**src/rtl/uart_irq_pkg.sv**
```systemverilog
package uart_irq_pkg;
  localparam int BYTE_W = 8;
  localparam int OFF_W  = 3;
  localparam int SRC_N  = 4;
  localparam int IER_W  = 4;
  localparam int MCR_W  = 5;

  typedef enum logic [OFF_W-1:0] {
    OFF_DATA = 3'd0, OFF_IER = 3'd1, OFF_IIR = 3'd2, OFF_LCR = 3'd3,
    OFF_MCR  = 3'd4, OFF_LSR = 3'd5, OFF_MSR = 3'd6, OFF_SCR = 3'd7
  } reg_off_e;

  localparam logic [3:0] ID_NONE    = 4'h1;
  localparam logic [3:0] ID_LINE    = 4'h6;
  localparam logic [3:0] ID_RXDATA  = 4'h4;
  localparam logic [3:0] ID_TXEMPTY = 4'h2;
  localparam logic [3:0] ID_MODEM   = 4'h0;

  typedef struct packed {
    logic thr_wr;
    logic ier_wr;
    logic dll_wr;
    logic dlm_wr;
    logic lcr_wr;
    logic mcr_wr;
    logic scr_wr;
    logic rbr_rd;
    logic iir_rd;
    logic lsr_rd;
    logic msr_rd;
  } bus_op_t;

  // Source index order is the priority order: lowest index wins.
  function automatic logic [3:0] src_id(input int idx);
    case (idx)
      0:       return ID_LINE;
      1:       return ID_RXDATA;
      2:       return ID_TXEMPTY;
      default: return ID_MODEM;
    endcase
  endfunction
endpackage

```
**src/rtl/uart_cfg_regs.sv**
```systemverilog
module uart_cfg_regs
  import uart_irq_pkg::*;
(
  input  logic                  clk,
  input  logic                  rst_n,
  input  bus_op_t               op,
  input  logic [BYTE_W-1:0]     wdata,
  output logic [IER_W-1:0]      ier_q,
  output logic [BYTE_W-1:0]     lcr_q,
  output logic [MCR_W-1:0]      mcr_q,
  output logic [BYTE_W-1:0]     dll_q,
  output logic [BYTE_W-1:0]     dlm_q,
  output logic [BYTE_W-1:0]     scr_q
);
  always_ff @(posedge clk or negedge rst_n) begin
    if (!rst_n) begin
      ier_q <= '0;
      lcr_q <= '0;
      mcr_q <= '0;
      dll_q <= '0;
      dlm_q <= '0;
      scr_q <= '0;
    end else begin
      if (op.ier_wr) ier_q <= wdata[IER_W-1:0];
      if (op.lcr_wr) lcr_q <= wdata;
      if (op.mcr_wr) mcr_q <= wdata[MCR_W-1:0];
      if (op.dll_wr) dll_q <= wdata;
      if (op.dlm_wr) dlm_q <= wdata;
      if (op.scr_wr) scr_q <= wdata;
    end
  end
endmodule

```
**src/rtl/uart_line_status.sv**
```systemverilog
module uart_line_status
  import uart_irq_pkg::*;
#(
  parameter int ERR_W = 4
) (
  input  logic               clk,
  input  logic               rst_n,
  input  logic               thr_wr,
  input  logic               rbr_rd,
  input  logic               lsr_rd,
  input  logic [BYTE_W-1:0]  wdata,
  input  logic               rx_valid,
  output logic               rx_ready,
  input  logic [BYTE_W-1:0]  rx_data,
  input  logic [ERR_W-1:0]   rx_err,
  output logic               tx_valid,
  input  logic               tx_ready,
  output logic [BYTE_W-1:0]  tx_data,
  input  logic               tx_idle,
  output logic [BYTE_W-1:0]  rbr_q,
  output logic [BYTE_W-1:0]  lsr,
  output logic               dr_q,
  output logic               err_any,
  output logic               thre_q
);
  localparam int PAD_W = BYTE_W - ERR_W - 3;

  logic [ERR_W-1:0] err_q;
  logic             rx_fire;
  logic             tx_fire;

  assign rx_ready = !dr_q;
  assign rx_fire  = rx_valid && rx_ready;
  assign tx_valid = !thre_q;
  assign tx_fire  = tx_valid && tx_ready;
  assign err_any  = |err_q;
  assign lsr      = {{PAD_W{1'b0}}, thre_q & tx_idle, thre_q, err_q, dr_q};

  always_ff @(posedge clk or negedge rst_n) begin
    if (!rst_n) begin
      rbr_q <= '0;
      dr_q  <= 1'b0;
    end else if (rx_fire) begin
      rbr_q <= rx_data;
      dr_q  <= 1'b1;
    end else if (rbr_rd) begin
      dr_q  <= 1'b0;
    end
  end

  always_ff @(posedge clk or negedge rst_n) begin
    if (!rst_n) err_q <= '0;
    else        err_q <= rx_err | (lsr_rd ? '0 : err_q);
  end

  always_ff @(posedge clk or negedge rst_n) begin
    if (!rst_n) begin
      thre_q  <= 1'b1;
      tx_data <= '0;
    end else if (thr_wr) begin
      thre_q  <= 1'b0;
      tx_data <= wdata;
    end else if (tx_fire) begin
      thre_q  <= 1'b1;
    end
  end

  p_rx_hold_r10: assert property (@(posedge clk) disable iff (!rst_n)
    (rx_valid && dr_q) |=> $stable(rbr_q));
  p_thr_clears_r6: assert property (@(posedge clk) disable iff (!rst_n)
    thr_wr |=> (!thre_q && tx_valid));
  p_handshake_sets_r6: assert property (@(posedge clk) disable iff (!rst_n)
    (tx_valid && tx_ready && !thr_wr) |=> thre_q);
endmodule

```
**src/rtl/uart_modem_status.sv**
```systemverilog
module uart_modem_status
  import uart_irq_pkg::*;
#(
  parameter int LINES = 4
) (
  input  logic               clk,
  input  logic               rst_n,
  input  logic               msr_rd,
  input  logic [LINES-1:0]   lines_in,
  output logic [2*LINES-1:0] msr,
  output logic               delta_any
);
  logic [LINES-1:0] line_q;
  logic [LINES-1:0] delta_q;
  logic             primed_q;

  always_ff @(posedge clk or negedge rst_n) begin
    if (!rst_n) begin
      line_q   <= '0;
      primed_q <= 1'b0;
    end else begin
      line_q   <= lines_in;
      primed_q <= 1'b1;
    end
  end

  for (genvar i = 0; i < LINES; i++) begin : g_delta
    always_ff @(posedge clk or negedge rst_n) begin
      if (!rst_n)                                  delta_q[i] <= 1'b0;
      else if (primed_q && lines_in[i] != line_q[i]) delta_q[i] <= 1'b1;
      else if (msr_rd)                             delta_q[i] <= 1'b0;
    end
  end

  assign msr       = {line_q, delta_q};
  assign delta_any = |delta_q;

  p_change_flags_r11: assert property (@(posedge clk) disable iff (!rst_n)
    (primed_q && (lines_in != line_q)) |=> delta_any);
endmodule

```
**src/rtl/uart_irq_arbiter.sv**
```systemverilog
module uart_irq_arbiter
  import uart_irq_pkg::*;
(
  input  logic               clk,
  input  logic               rst_n,
  input  logic [IER_W-1:0]   ier,
  input  logic               line_lvl,
  input  logic               rx_lvl,
  input  logic               thre,
  input  logic               modem_lvl,
  input  logic               thr_wr,
  input  logic               iir_rd,
  input  logic               out2,
  output logic [BYTE_W-1:0]  iir,
  output logic               irq
);
  logic             tx_cond;
  logic             tx_cond_q;
  logic             tx_pend_q;
  logic [SRC_N-1:0] active;
  logic [3:0]       code;

  assign tx_cond = thre && ier[1];

  always_ff @(posedge clk or negedge rst_n) begin
    if (!rst_n) tx_cond_q <= 1'b0;
    else        tx_cond_q <= tx_cond;
  end

  always_ff @(posedge clk or negedge rst_n) begin
    if (!rst_n)                                   tx_pend_q <= 1'b0;
    else if (!tx_cond)                            tx_pend_q <= 1'b0;
    else if (!tx_cond_q)                          tx_pend_q <= 1'b1;
    else if (thr_wr || (iir_rd && code == ID_TXEMPTY)) tx_pend_q <= 1'b0;
  end

  assign active[0] = line_lvl  && ier[2];
  assign active[1] = rx_lvl    && ier[0];
  assign active[2] = tx_pend_q && tx_cond;
  assign active[3] = modem_lvl && ier[3];

  always_comb begin
    code = ID_NONE;
    for (int i = SRC_N - 1; i >= 0; i--) begin
      if (active[i]) code = src_id(i);
    end
  end

  assign iir = {{(BYTE_W-4){1'b0}}, code};
  assign irq = !code[0] && out2;

  p_thre_needs_enable_r3: assert property (@(posedge clk) disable iff (!rst_n)
    (iir[3:0] == ID_TXEMPTY) |-> (ier[1] && thre));
  p_thre_edge_only_r4: assert property (@(posedge clk) disable iff (!rst_n)
    $rose(tx_pend_q) |-> ($past(tx_cond) && !$past(tx_cond, 2)));
  p_iir_read_clears_r5: assert property (@(posedge clk) disable iff (!rst_n)
    (iir_rd && iir[3:0] == ID_TXEMPTY) |=> !tx_pend_q);
  p_irq_gated_r9: assert property (@(posedge clk) disable iff (!rst_n)
    irq |-> (out2 && !iir[0]));
endmodule

```
**src/rtl/uart_irq_core.sv**
```systemverilog
module uart_irq_core
  import uart_irq_pkg::*;
(
  input  logic                 clk,
  input  logic                 rst_n,
  input  logic                 bus_wr,
  input  logic                 bus_rd,
  input  logic [OFF_W-1:0]     bus_addr,
  input  logic [BYTE_W-1:0]    bus_wdata,
  output logic [BYTE_W-1:0]    bus_rdata,
  input  logic                 rx_valid,
  output logic                 rx_ready,
  input  logic [BYTE_W-1:0]    rx_data,
  input  logic [3:0]           rx_err,
  output logic                 tx_valid,
  input  logic                 tx_ready,
  output logic [BYTE_W-1:0]    tx_data,
  input  logic                 tx_idle,
  input  logic [3:0]           modem_in,
  output logic                 irq,
  output logic [2*BYTE_W-1:0]  divisor,
  output logic [BYTE_W-1:0]    line_ctrl,
  output logic [MCR_W-1:0]     modem_ctrl
);
  localparam int LINES = BYTE_W / 2;

  bus_op_t           op;
  reg_off_e          off;
  logic              dlab;
  logic [IER_W-1:0]  ier_q;
  logic [BYTE_W-1:0] dll_q, dlm_q, scr_q, rbr_q, lsr, msr, iir;
  logic              dr_q, err_any, thre_q, delta_any;

  assign off  = reg_off_e'(bus_addr);
  assign dlab = line_ctrl[BYTE_W-1];

  always_comb begin
    op        = '0;
    op.thr_wr = bus_wr && off == OFF_DATA && !dlab;
    op.dll_wr = bus_wr && off == OFF_DATA &&  dlab;
    op.ier_wr = bus_wr && off == OFF_IER  && !dlab;
    op.dlm_wr = bus_wr && off == OFF_IER  &&  dlab;
    op.lcr_wr = bus_wr && off == OFF_LCR;
    op.mcr_wr = bus_wr && off == OFF_MCR;
    op.scr_wr = bus_wr && off == OFF_SCR;
    op.rbr_rd = bus_rd && off == OFF_DATA && !dlab;
    op.iir_rd = bus_rd && off == OFF_IIR;
    op.lsr_rd = bus_rd && off == OFF_LSR;
    op.msr_rd = bus_rd && off == OFF_MSR;
  end

  uart_cfg_regs u_cfg (
    .clk, .rst_n, .op, .wdata(bus_wdata), .ier_q, .lcr_q(line_ctrl),
    .mcr_q(modem_ctrl), .dll_q, .dlm_q, .scr_q
  );

  uart_line_status #(.ERR_W(4)) u_line (
    .clk, .rst_n, .thr_wr(op.thr_wr), .rbr_rd(op.rbr_rd), .lsr_rd(op.lsr_rd),
    .wdata(bus_wdata), .rx_valid, .rx_ready, .rx_data, .rx_err, .tx_valid,
    .tx_ready, .tx_data, .tx_idle, .rbr_q, .lsr, .dr_q, .err_any, .thre_q
  );

  uart_modem_status #(.LINES(LINES)) u_modem (
    .clk, .rst_n, .msr_rd(op.msr_rd), .lines_in(modem_in), .msr, .delta_any
  );

  uart_irq_arbiter u_arb (
    .clk, .rst_n, .ier(ier_q), .line_lvl(err_any), .rx_lvl(dr_q),
    .thre(thre_q), .modem_lvl(delta_any), .thr_wr(op.thr_wr),
    .iir_rd(op.iir_rd), .out2(modem_ctrl[3]), .iir, .irq
  );

  assign divisor = {dlm_q, dll_q};

  always_comb begin
    case (off)
      OFF_DATA: bus_rdata = dlab ? dll_q : rbr_q;
      OFF_IER:  bus_rdata = dlab ? dlm_q : {{(BYTE_W-IER_W){1'b0}}, ier_q};
      OFF_IIR:  bus_rdata = iir;
      OFF_LCR:  bus_rdata = line_ctrl;
      OFF_MCR:  bus_rdata = {{(BYTE_W-MCR_W){1'b0}}, modem_ctrl};
      OFF_LSR:  bus_rdata = lsr;
      OFF_MSR:  bus_rdata = msr;
      default:  bus_rdata = scr_q;
    endcase
  end

  p_ier_upper_zero_r12: assert property (@(posedge clk) disable iff (!rst_n)
    (bus_rd && off == OFF_IER && !dlab) |-> (bus_rdata[BYTE_W-1:IER_W] == '0));
endmodule

```
**config.mk**
```make
export PLATFORM = sky130hd
export DESIGN_NAME = uart_irq_core
export DESIGN_NICKNAME = d
export VERILOG_FILES = /design/src/rtl/uart_irq_pkg.sv /design/src/rtl/uart_cfg_regs.sv /design/src/rtl/uart_line_status.sv /design/src/rtl/uart_modem_status.sv /design/src/rtl/uart_irq_arbiter.sv /design/src/rtl/uart_irq_core.sv
export SDC_FILE = /design/constraint.sdc
export NUM_CORES = 1
export LEC_CHECK = 0
export BUFFER_PORTS_ARGS = -buffer_cell sky130_fd_sc_hd__buf_2
export CORE_AREA = 5 5 87 89
export CTS_CLUSTER_DIAMETER = 40
export DETAILED_ROUTE_END_ITERATION = 16
export DIE_AREA = 0 0 92 94
export HOLD_SLACK_MARGIN = 0.15
export PLACE_DENSITY_LB_ADDON = 0.2
export SYNTH_ARGS = -nofsm -noshare
export SYNTH_HDL_FRONTEND = slang
export SYNTH_SLANG_ARGS = --single-unit
```
**constraint.sdc**
```tcl
create_clock -name clk -period 2.1 [get_ports clk]
set_input_delay 0.42 -clock clk [delete_from_list [all_inputs] [get_ports clk]]
set_output_delay 0.42 -clock clk [all_outputs]
set_load 0.005 [all_outputs]
```
==> results.toml, run 1 <==
[cells_and_area]
diodes = 0
n_fill_cell = 525
drive_gt1_share_pct = 53.3
fin_area_sq_mm = 0.00441
fin_nets = 410
syn2layout_area_growth_pct = 25.2

[sta]
finalSetupTns_ps = -1100
worst_slack_ps = -214
period_minus_slack_ps = 2310
skew_ps = 10.8
clock.fmax_mhz = 432
rsz0062_at_grt = "yes"
worst_pin_slew_ps = 571
drv_slew = 0
finalHoldViolations = 0
setup_viol = 8
relSlewSlack_pct = 62.0
finalCritPeriodShare_pct = 110

[grt]
grt.overflow.total = 0
grt_pass1_vias = 2783
grt_antenna_before_repair = 0
grt-busiest-layer = "met2"
grtUsageMet3_pct = 6.33
grt.met2_usage_pct = 35.5
grt_start_max_net_pins = 42
grt_use_met1_pct = 28.5
grt_pass1_wl_um = 14500
grt_usage_pct = 22.1

[detailed_routing]
drt-initial-drc-count = 132
routed_via_density = 5.70
drt-total-wl_um = 9200
route.antenna.remaining_nets = 0
via_count = 2626
drc = 0
dr.pass1.iters = 5
avgRoutedWirePerCell_um = 19.9

[floorplanning]
die-area_sq_mm = 0.00865
die_w_um = 92
start_util_pct = 52.7
die_h_um = 94
ios = 82
rows = 30
core_sq_mm = 0.00668

[clocking]
cts_inserted_buffers = 9
path_clk_slew_ps = 80
cts_htree_levels = 3
insertion_delay_ps = 350
cts_tree = "yes"
clockBufferDepth = 2
root_buffer = "clkbuf_8"
clock-sinks = 74

[synthesis]
synth_commonest_cells = "73 x dfrtp_1, 62 x mux2_2, 13 x a21oi_1"
netlist_instances = 275
ys_seq_elements = 74
synthDominantCellAreaShare_pct = 51.9
synth_edf_count = 0
netlist_area_sq_mm = 0.00352
synth_area_leaders = "dfrtp_1 52%, mux2_2 20%, mux2i_1 2.3%"
post-synth-top-count-cell = "dfrtp_1"
synth_ff_type = "dfrtp_1"
post_synth.cell_area_avg_sq_um = 12.8
synth_area_leader_cell = "dfrtp_1"
ys_warn_count = 0
ys_seq_area_share_pct = 52.6
ys_types = 49
async_flop_share_pct = 100
syn-num-nets = 309

[placement]
dpl_cell_area_sq_mm = 0.00408
dpl.hpwl_um = 6630
portBuffers = 81
gp_congestion = 0.833

[run]
drv_cap = 0

[power]
leakagePower_nw = 2.09
ir_drop_v = 0.000612
p_total_w = 0.00443
p_per_area_mw_per_mm2 = 1000

[critical_path]
path_max_fanout = 6
criticalPathCategory = "register to output pin"
arrival_ps = 1890
cp.required_ps = 1680
end_kind = "output pin"
start_kind = "register"

[outcome]
status = "finished, violations left"
violations = "setup timing"

[hold_path]
min_path_type = "input pin to register"
report_power, final:
group          leakage, nW  internal (W)  total [W]  switching [W]
Combinational         1.12      0.000740    0.00126       0.000521
Clock               0.0966      0.000582    0.00110       0.000514
Sequential           0.869       0.00179    0.00207       0.000282
kinds of logic after synthesis:
kind of cell,Yosys count,share of synthesized area (%)
AOI/OAI and AO/OA,54,10.5
other,1,0.107
and+or+nand+nor,46,8.10
DFF,74,52.6
muxes,74,24.1
buffers and inverters,22,3.52
xor gates and xnor gates,4,0.995
layer usage:
layer	vias up	wire length, um
li1	1213	-
met1	1312	3970
met2	87	4540
met3	14	529
met4	0	155
met5	-	0
registers in the layout, indices dropped and copies added (netlist names):
name              cells
u_cfg.mcr_q           5
u_line.rbr_q          8
u_line.dr_q           1
u_modem.line_q        4
u_cfg.scr_q           8
u_modem.msr           4
u_cfg.lcr_q           8
u_cfg.ier_q           4
u_cfg.dll_q           8
u_line.thre_q         1
u_arb.tx_pend_q       1
u_arb.tx_cond_q       1
u_modem.primed_q      1
u_cfg.dlm_q           8
u_line.err_q          4
u_line.tx_data        8
layout make-up:
cell class / count / area (sq um) / area share [%]
inverter: 4 / 15.0 / 0.341
timing repair buffer: 108 / 649 / 14.7
multi-input combinational: 179 / 1590 / 36.2
clock inverter: 4 / 51.3 / 1.16
tap: 80 / 100 / 2.27
sequential: 74 / 1850 / 42.1
clock buffer: 12 / 145 / 3.29
stage by stage:
step	util, %	hold slack [ps]	setup slack, ps	cells
floorplan	-	124	301	275
CTS	65.1	179	-209	457
finish	66.0	199	-214	461
detailed placement	61.1	419	48.2	436
global route	66.0	183	-274	461
global placement	61.1	404	74.4	436
worst max-delay path, cell delays in order (launching register included):
cell	delay (ps)
dfrtp_2	480
mux2_4	320
mux4_2	460
nor2_2	100
a31oi_1	50
buf_2	140
cell usage in the layout (no fill, tap or decap), types with 6 or more instances in the layout:
master and instances:
mux2_2 62, dfrtp_1 72, buf_2 80, a21oi_1 11, nand3_1 6, clkbuf_8 10, buf_4 22, a22o_1 6
nand2_1 8, a21o_1 6, mux2i_1 8
what timing repair did:
item,CTS,global route
endpoints found under the setup margin,9,9
pin swaps,3,3
resized for setup,10,12
hold buffers,1,0
setup buffers,4,4
endpoints found under the hold margin,39,0
final timing paths:
kind                       slack (ps)  depth (start not counted)                end            start
setup / recovery                 -210                          5       bus_rdata[1]   u_cfg.lcr_q[7]
hold / removal                    200                          1  u_modem.line_q[0]      modem_in[0]
setup reg to reg                  420                          5    u_arb.tx_pend_q  u_line.err_q[1]
hold reg to reg                   410                          1    u_arb.tx_pend_q  u_arb.tx_cond_q
max in group asynchronous         930                          3     u_cfg.scr_q[4]            rst_n
min in group asynchronous         610                          2     u_cfg.dlm_q[3]            rst_n
No activity file was read; power rests on OpenSTA's default activity.
==> run 2: changes to the inputs <==
--- a/config.mk
+++ b/config.mk
@@ -6,10 +6,11 @@
 export NUM_CORES = 1
 export LEC_CHECK = 0
 export BUFFER_PORTS_ARGS = -buffer_cell sky130_fd_sc_hd__buf_2
-export CORE_AREA = 5 5 87 89
+export CORE_AREA = 5 5 86 88
+export CTS_BUF_LIST = sky130_fd_sc_hd__clkbuf_4
 export CTS_CLUSTER_DIAMETER = 40
 export DETAILED_ROUTE_END_ITERATION = 16
-export DIE_AREA = 0 0 92 94
+export DIE_AREA = 0 0 91 93
 export HOLD_SLACK_MARGIN = 0.15
 export PLACE_DENSITY_LB_ADDON = 0.2
 export SYNTH_ARGS = -nofsm -noshare
==> run 2 against run 1 <==
Compared with the run above: the run still ends with setup timing left; final area fell by 2.3%; register-to-register slack better by 60 ps; wire length fell by 4.3%; clock skew is 4.5 ps higher; worst hold slack got worse by 15 ps; sequential power is essentially flat; fmax shrank 2.7%; sequential cell count did not move; core utilization down 0.41 points; non-clock buffer count down 2; die area shrank 2.1%; critical path type unchanged; largest cell class unchanged.
==> results.toml, run 2 (same netlist as run 1, synthesis figures left out) <==
[clocking]
path_clk_slew_ps = 110
cts_tree = "yes"
insertion_delay_ps = 410
clockBufferDepth = 2
clock-sinks = 74
root_buffer = "clkbuf_4"
cts_inserted_buffers = 9
cts_htree_levels = 3

[hold_path]
whs_path_depth = 2
hp-start = "rx_err[0]"
min_path_type = "input pin to register"
min_to = "u_line.err_q[0]"

[detailed_routing]
drt-total-wl_um = 8800
drc = 0
via_count = 2617
routed_via_density = 5.70
drt-met1-wl_um = 3900
met3_length_um = 558
avgRoutedWirePerCell_um = 19.2
wl_met2_um = 4220
top_layer = "met4"
drt-initial-drc-count = 117
dr.pass1.iters = 4
route.antenna.remaining_nets = 0

[sta]
setup_viol = 9
period_minus_slack_ps = 2380
finalHoldViolations = 0
finalCritPeriodShare_pct = 113
drv_slew = 0
skew_ps = 15.3
rsz0062_at_grt = "yes"
finalSetupTns_ps = -1810
worst_slack_ps = -279
clock.fmax_mhz = 420

[grt]
grt_start_max_net_pins = 39
grt_antenna_before_repair = 0
grt.overflow.total = 0
grt_pass1_vias = 2680
grt_pass1_wl_um = 14100
grt_usage_pct = 21.7

[placement]
dpl.hpwl_um = 6530
gp_congestion = 0.897
portBuffers = 81

[critical_path]
regToRegSetupSlack_ps = 480
path_max_fanout = 7
cp.required_ps = 1680
reg2reg_to = "u_cfg.dll_q[5]"
arrival_ps = 1960
criticalPathCategory = "register to output pin"
end_kind = "output pin"
rr_worst_depth = 4
start_kind = "register"
reg2reg_from = "u_cfg.lcr_q[7]"

[cells_and_area]
fin_nets = 408
final_cell_mix = "80 x buf_2, 72 x dfrtp_1, 62 x mux2_2, 17 x buf_4, 12 x clkbuf_4"
diodes = 0
syn2layout_area_growth_pct = 22.4
final_util_pct = 65.6
drive_gt1_share_pct = 52.0
n_fill_cell = 543
layout_commonest_cell = "buf_2"

[floorplanning]
rows = 30
die_h_um = 93
die_w_um = 91
ios = 82
die-area_sq_mm = 0.00846
core_sq_mm = 0.00657
start_util_pct = 53.6

[run]
drv_cap = 0

[power]
p_per_area_mw_per_mm2 = 932
ir_drop_v = 0.000501
leakagePower_nw = 2.04

[outcome]
status = "finished, violations left"
violations = "setup timing"
[run 2: where the power goes]
group	switching, W	internal, W
logic	0.000511	0.000709
clock network	0.000470	0.000275
registers	0.000269	0.00178
[run 2: worst max-delay path: stages (launching register included)]
cell	delay (ps)
dfrtp_2	510
mux2_4	320
mux4_2	450
nor2_1	90
a31oi_1	40
buf_2	140
[run 2: worst max-delay path by stage]
stage          slack [ps]           end      startpoint
3_5_place_dp           40  bus_rdata[2]  u_cfg.lcr_q[7]
4_1_cts              -300  bus_rdata[1]  u_cfg.lcr_q[7]
5_1_grt              -350  bus_rdata[0]  u_cfg.lcr_q[7]
2_1_floorplan         300  bus_rdata[1]  u_cfg.lcr_q[7]
6_report             -280  bus_rdata[1]  u_cfg.lcr_q[7]
3_3_place_gp           20  bus_rdata[2]  u_cfg.lcr_q[7]
[run 2: through the flow]
step	total power (W)	instances	area, sq um	hold slack (ps)	worst slack, ps
2_1_floorplan	0.00271	275	3520	124	301
3_3_place_gp	0.00321	435	4090	404	24.7
3_5_place_dp	0.00325	435	4090	419	36.2
4_1_cts	0.00402	458	4260	167	-296
5_1_grt	0.00428	459	4310	158	-353
6_report	0.00402	459	4310	185	-279
[run 2: repair_timing]
item                                    4_1_cts  5_1_grt
endpoints found under the setup margin        9        9
pin swaps                                     4        2
resized for setup                             3        9
hold buffers                                  5        1
endpoints found under the hold margin        39        1
buffers inserted                              2        0
[run 2: area by class of cell]
type	instances	area [sq um]	share of cell area, %
sequential	74	1850	43.0
multi-input combinational	179	1580	36.7
timing repair buffer	106	648	15.0
tap	80	100	2.32
clock buffer	12	90.1	2.09
clock inverter	4	18.8	0.436
inverter	4	15.0	0.349
[run 2: layer usage]
metal / track usage, % / vias up
li1: - / 1214
met1: 29.0 / 1309
met2: 34.6 / 85
met3: 5.87 / 9
met4: 6.48 / 0
met5: 0 / -
